File: config.mk
export PLATFORM = sky130hd
export DESIGN_NAME = lin_wake_qual
export DESIGN_NICKNAME = d
export VERILOG_FILES = /design/src/rtl/lin_wq_pkg.sv /design/src/rtl/lin_wq_sync.sv /design/src/rtl/lin_wq_window.sv /design/src/rtl/lin_wq_dom_timer.sv /design/src/rtl/lin_wake_qual.sv
export SDC_FILE = /design/constraint.sdc
export NUM_CORES = 1
export LEC_CHECK = 0
export ABC_AREA = 1
export BUFFER_PORTS_ARGS = -buffer_cell sky130_fd_sc_hd__buf_2
export CAP_MARGIN = 10
export CORE_MARGIN = 2
export CORE_UTILIZATION = 35
export DETAILED_ROUTE_END_ITERATION = 8
export GPL_TIMING_DRIVEN = 0
export PLACE_DENSITY_LB_ADDON = 0.08
export SLEW_MARGIN = 25
export SYNTH_ARGS = -nofsm -noshare
export SYNTH_HDL_FRONTEND = slang
export SYNTH_HIERARCHICAL = 1
export SYNTH_SLANG_ARGS = --single-unit
File: constraint.sdc
create_clock -name clk -period 1.9 [get_ports clk]
set_input_delay 0 -clock clk [delete_from_list [all_inputs] [get_ports clk]]
set_output_delay 0 -clock clk [all_outputs]
set_load 0.005 [all_outputs]
File: src/rtl/lin_wq_pkg.sv
package lin_wq_pkg;

  typedef enum logic [1:0] {
    MODE_OFF     = 2'b00,
    MODE_SLEEP   = 2'b01,
    MODE_STANDBY = 2'b10,
    MODE_ACTIVE  = 2'b11
  } op_mode_e;

  typedef enum logic [1:0] {
    POL_LEVEL     = 2'd0,
    POL_WIN_B     = 2'd1,
    POL_WIN_C     = 2'd2,
    POL_LEVEL_ALT = 2'd3
  } wake_policy_e;

  function automatic logic policy_windowed(input logic [1:0] sel);
    return (sel == POL_WIN_B) || (sel == POL_WIN_C);
  endfunction

endpackage

File: src/rtl/lin_wq_sync.sv
module lin_wq_sync #(
  parameter int STAGES = 2,
  parameter int WIDTH  = 2
) (
  input  logic             clk,
  input  logic             rst,
  input  logic [WIDTH-1:0] d,
  output logic [WIDTH-1:0] q
);

  generate
    if (STAGES == 0) begin : g_bypass
      assign q = d;
    end else begin : g_chain
      logic [WIDTH-1:0] stg [STAGES];
      always_ff @(posedge clk) begin
        if (rst) begin
          for (int i = 0; i < STAGES; i++) stg[i] <= '0;
        end else begin
          stg[0] <= d;
          for (int i = 1; i < STAGES; i++) stg[i] <= stg[i-1];
        end
      end
      assign q = stg[STAGES-1];
    end
  endgenerate

endmodule

File: src/rtl/lin_wq_window.sv
module lin_wq_window #(
  parameter int WIN_CYCLES = 10000,
  localparam int CW = $clog2(WIN_CYCLES + 1)
) (
  input  logic          clk,
  input  logic          rst,
  input  logic          enable,
  input  logic          below,
  output logic          win_open,
  output logic [CW-1:0] win_count
);

  localparam logic [CW-1:0] WIN_MAX = CW'(WIN_CYCLES);

  logic [CW-1:0] cnt;

  always_ff @(posedge clk) begin
    if (rst || !enable || !below) begin
      cnt <= '0;
    end else if (cnt != WIN_MAX) begin
      cnt <= cnt + 1'b1;
    end
  end

  assign win_open  = (cnt != WIN_MAX);
  assign win_count = cnt;

  // the window counter never passes its limit
  p_win_bound_r4: assert property (@(posedge clk) disable iff (rst)
    cnt <= WIN_MAX);

  // an expired window stays expired while the episode lasts
  p_win_hold_r5: assert property (@(posedge clk) disable iff (rst)
    (cnt == WIN_MAX && enable && below) |=> (cnt == WIN_MAX));

endmodule

File: src/rtl/lin_wq_dom_timer.sv
module lin_wq_dom_timer #(
  parameter int DOM_CYCLES = 90,
  localparam int CW = $clog2(DOM_CYCLES + 1)
) (
  input  logic          clk,
  input  logic          rst,
  input  logic          clr,
  input  logic          qual,
  input  logic          win_open,
  output logic          hit,
  output logic [CW-1:0] run_count
);

  localparam logic [CW-1:0] RUN_LAST = CW'(DOM_CYCLES - 1);

  logic [CW-1:0] cnt;
  logic          allowed;

  // a run already under way may continue after the window closes
  assign allowed = (cnt != '0) || win_open;
  assign hit     = !clr && qual && allowed && (cnt == RUN_LAST);

  always_ff @(posedge clk) begin
    if (rst || clr || !qual) begin
      cnt <= '0;
    end else if (hit) begin
      cnt <= '0;
    end else if (allowed) begin
      cnt <= cnt + 1'b1;
    end
  end

  assign run_count = cnt;

  // the run counter stays below the completion value
  p_run_bound_r3: assert property (@(posedge clk) disable iff (rst)
    cnt <= RUN_LAST);

  // a non-empty run implies the level qualified one cycle earlier
  p_run_cause_r3: assert property (@(posedge clk) disable iff (rst)
    (cnt != '0) |-> $past(qual));

endmodule

File: src/rtl/lin_wake_qual.sv
module lin_wake_qual
  import lin_wq_pkg::*;
#(
  parameter int DOM_CYCLES  = 90,
  parameter int WIN_CYCLES  = 10000,
  parameter int SYNC_STAGES = 2
) (
  input  logic       clk,
  input  logic       rst,
  input  logic       bus_below,
  input  logic       bus_dom,
  input  logic [1:0] mode,
  input  logic [1:0] variant,
  output logic       wake_req
);

  localparam int RUN_W = $clog2(DOM_CYCLES + 1);
  localparam int WIN_W = $clog2(WIN_CYCLES + 1);

  logic [1:0]       bus_sync;
  logic             s_below;
  logic             s_dom;
  logic             in_sleep;
  logic             windowed;
  logic             qual;
  logic             lock;
  logic             win_open;
  logic             hit;
  logic [RUN_W-1:0] run_count;
  logic [WIN_W-1:0] win_count;

  lin_wq_sync #(.STAGES(SYNC_STAGES), .WIDTH(2)) u_sync (
    .clk (clk),
    .rst (rst),
    .d   ({bus_dom, bus_below}),
    .q   (bus_sync)
  );

  assign s_below  = bus_sync[0];
  assign s_dom    = bus_sync[1];
  assign in_sleep = (op_mode_e'(mode) == MODE_SLEEP);
  assign windowed = policy_windowed(variant);
  assign qual     = windowed ? s_dom : s_below;

  lin_wq_window #(.WIN_CYCLES(WIN_CYCLES)) u_window (
    .clk       (clk),
    .rst       (rst),
    .enable    (in_sleep && windowed),
    .below     (s_below),
    .win_open  (win_open),
    .win_count (win_count)
  );

  lin_wq_dom_timer #(.DOM_CYCLES(DOM_CYCLES)) u_timer (
    .clk       (clk),
    .rst       (rst),
    .clr       (!in_sleep || lock),
    .qual      (qual),
    .win_open  (win_open),
    .hit       (hit),
    .run_count (run_count)
  );

  // one request per below-level episode
  always_ff @(posedge clk) begin
    if (rst || !in_sleep || !s_below) begin
      lock <= 1'b0;
    end else if (hit) begin
      lock <= 1'b1;
    end
  end

  always_ff @(posedge clk) begin
    if (rst) wake_req <= 1'b0;
    else     wake_req <= hit;
  end

  // request is a single-cycle pulse
  p_single_pulse_r7: assert property (@(posedge clk) disable iff (rst)
    wake_req |=> !wake_req);

  // no request after a cycle outside sleep
  p_sleep_only_r6: assert property (@(posedge clk) disable iff (rst)
    (mode != MODE_SLEEP) |=> !wake_req);

  // leaving sleep empties both counters
  p_clear_r6: assert property (@(posedge clk) disable iff (rst)
    !in_sleep |=> (run_count == '0 && win_count == '0));

  // every request follows a qualifying sample
  p_wake_cause_r1: assert property (@(posedge clk) disable iff (rst)
    wake_req |-> $past(qual));

endmodule

==> reports/qor.yml <==
global_route:
  grt_max_degree: 17
  grt_pass1_vias: 1328
  antenna_found_initial: 0
  grt_pass1_wl_um: 5550
  overflow: 0
  grt_usage_pct: 13.6
sta:
  hold_viol_final: 0
  fin_tns_setup_ns: 0
  holdWs_ns: 0.0273
  setup_viol: 0
  layout_setup_ws_ns: 0.256
  worst_slew_pin_slew_ns: 0.426
  finClkSkew_ns: 0.00289
  slew_viol_final: 0
  finalCriticalPeriod_ns: 1.64
  relSlewSlack_pct: 71.6
  fin_crit_sh_pct: 86.5
  rsz0062_at_grt: "false"
  clock.fmax_mhz: 608
cells_and_area:
  antenna_cells: 0
  synthToLayoutAreaGrowth_pct: 13.6
  drive_above_1_share_pct: 14.5
  final_nets: 270
drt:
  first_pass_iters: 4
  wire_per_inst_um: 10.3
  drtIter0Drc: 58
  vias: 1389
  drc_errors: 0
  postRouteAntennaNets: 0
  via_per_inst: 4.51
  wl_um: 3180
floorplanning:
  die-area_um2: 5040
  io_pins: 9
  start_util_pct: 36.3
  rows: 24
  fp.coreArea_um2: 4320
  die_height_um: 71.0
  fp.dieW_um: 71.0
min_path:
  whs_path_depth: 5
  hold_class: "input pin to flip-flop"
pwr:
  p_switching_w: 0.000218
  p_seq_share_pct: 59.6
  internal_power_w: 0.000741
  ir_drop_v: 0.000322
  pwr-share-comb_pct: 4.2
  p_clk_share_pct: 36.2
  powerDensity_nw_per_um2: 537
  swShare_pct: 22.7
  leakage_nw: 0.773
clocking:
  cts.sinks: 27
  clkLatencyLatePin_ns: 0.28
  root_buffer: "clkbuf_8"
  cts.clk_slew.worst_paths_ns: 0.10
  cts_tree: "done"
  cts-htree-levels: 1
  cts_setup_buffers: 0
  clockBufferDepth: 2
  cts_buffers: 3
run_status:
  status: "finished, final reports clean"
synth:
  ys_ff_latch: 27
  ys_warn_count: 6
  post_synth.cell_area_avg_um2: 6.60
  synth_nets: 251
  synthesis.instances: 238
  mappedNetlistArea_um2: 1570
  ys_types: 24
  synth-seq-area-share_pct: 34.4
worst_setup_path:
  cp-end-kind: "flip-flop"
  path_class: "flip-flop to flip-flop"
  r2r_cells: 12
  worstPathRequired_ns: 2.13
  start_kind: "flip-flop"
  critical_path.max_fanout: 3
  arrival_ns: 1.87
job:
  maxCapViolCount: 0
place:
  dp_slack_ns: 0.279
  io_buffers: 8
  gp_congestion: 0.819
  hpwl_um: 2410
-- worst max-delay path: stages (launching register included) --
cell and delay (ns):
dfxtp_1 0.37, inv_1 0.11, ha_1 0.21, nand3_1 0.12, nor2_1 0.15, nand2_1 0.06, inv_1 0.08, nand2_1 0.05
nor2_1 0.16, nand2_1 0.09, nand2_1 0.07, nand2_1 0.06, nor2_2 0.07
-- final cells by class --
class	count	area, µm²
Sequential cell	27	541
Buffer	2	15.0
Clock inverter	1	7.51
Multi-Input combinational cell	170	868
Timing Repair Buffer	14	100
Clock buffer	3	41.3
Inverter	39	146
Tap cell	52	65.1
Fill cell	492	2540
-- cell usage in the layout (no fill, tap or decap), drive strengths merged --
| master | netlist | routed |
|---|---|---|
| dlygate4sd3 | 0 | 6 |
| clkinvlp | 0 | 1 |
| nand4 | 5 | 5 |
| o21bai | 1 | 1 |
| and2 | 1 | 1 |
| nor3 | 2 | 2 |
| nand2 | 59 | 59 |
| buf | 2 | 10 |
| ha | 5 | 5 |
| nand3b | 1 | 1 |
| dfxtp | 27 | 27 |
| nor2 | 56 | 56 |
| clkbuf | 0 | 3 |
| nand3 | 22 | 22 |
| inv | 39 | 39 |
| xor2 | 4 | 4 |
| o21ai | 4 | 4 |
| a21oi | 10 | 10 |
-- power groups by stage --
stage,Clock [W],Combinational [W],Sequential [W]
finish,0.000347,0.0000399,0.000571
detailed placement,0,0.0000309,0.000585
global placement,0,0.0000303,0.000584
global route,0.000390,0.0000460,0.000572
CTS,0.000372,0.0000403,0.000572
floorplan,0,0.0000177,0.000584
-- kinds of logic (layout without fill, tap and decap cells) --
kind of cell,count (synthesis),in the layout,synth area share [%]
XOR/XNOR,4,4,2.23
AND/OR/NAND/NOR,146,146,43.2
adder cells (fa/ha/maj),5,5,3.98
buffers and inverters,41,59,10.3
AO/OA/AOI/OAI,15,15,5.90
flip-flops,27,27,34.4
-- through the flow --
stage	cell area, µm²	util, %	instances	power, W
after floorplan	1570	-	238	0.000602
after global placement	1680	38.7	298	0.000615
after detailed placement	1680	38.7	298	0.000616
after CTS	1780	41.3	308	0.000984
after global routing	1780	41.3	308	0.00101
final	1780	41.3	308	0.000959
-- path summary, 6_finish.rpt --
path / to / startpoint / slack [ns]
worst max-delay path: u_timer/run_count[0] / u_window/win_count[0] / 0.26
worst min-delay path: lock / mode[0] / 0.03
worst max register to register: u_timer/run_count[0] / u_window/win_count[0] / 0.26
worst min register to register: u_sync/g_chain.stg[0][3] / u_sync/g_chain.stg[0][1] / 0.41
-- state kept, by name, summed over array words and instances, names as in the netlist --
register / cells
wake_req: 1
lock: 1
u_sync/g_chain.stg: 4
u_timer/run_count: 7
u_window/win_count: 14
-- repair_timing --
item / 4_1_cts / 5_1_grt
hold endpoints to repair: 6 / 0
gates resized for setup: 0 / 0
hold buffers: 6 / 0
setup endpoints to repair: 0 / 0
-- Yosys cell counts --
| cell | n | area, µm² |
|---|---|---|
| a21oi_1 | 6 | 30.0 |
| a21oi_2 | 4 | 35.0 |
| and2_1 | 1 | 6.26 |
| buf_4 | 2 | 15.0 |
| dfxtp_1 | 27 | 541 |
| ha_1 | 5 | 62.6 |
| inv_1 | 35 | 131 |
| inv_2 | 4 | 15.0 |
| nand2_1 | 54 | 203 |
| nand2_2 | 4 | 25.0 |
| nand2_4 | 1 | 11.3 |
| nand3_1 | 19 | 95.1 |
| nand3_2 | 2 | 20.0 |
| nand3_4 | 1 | 17.5 |
| nand3b_1 | 1 | 7.51 |
| nand4_1 | 5 | 31.3 |
| nor2_1 | 49 | 184 |
| nor2_2 | 4 | 25.0 |
| nor2_4 | 2 | 22.5 |
| nor2_8 | 1 | 20.0 |
| nor3_1 | 2 | 10.0 |
| o21ai_0 | 4 | 20.0 |
| o21bai_1 | 1 | 7.51 |
| xor2_1 | 4 | 35.0 |
-- metal layers --
metal | GRT usage, % | wire (µm) | vias up | share of wire (%)
met4 | 2.94 | 16 | 0 | 0.50
met5 | 0 | 0 | - | 0
li1 | - | - | 766 | -
met2 | 24.3 | 1500 | 11 | 47
met1 | 16.3 | 1600 | 610 | 50
met3 | 3.42 | 67 | 2 | 2.1
No activity file was read; power rests on OpenSTA's default activity.
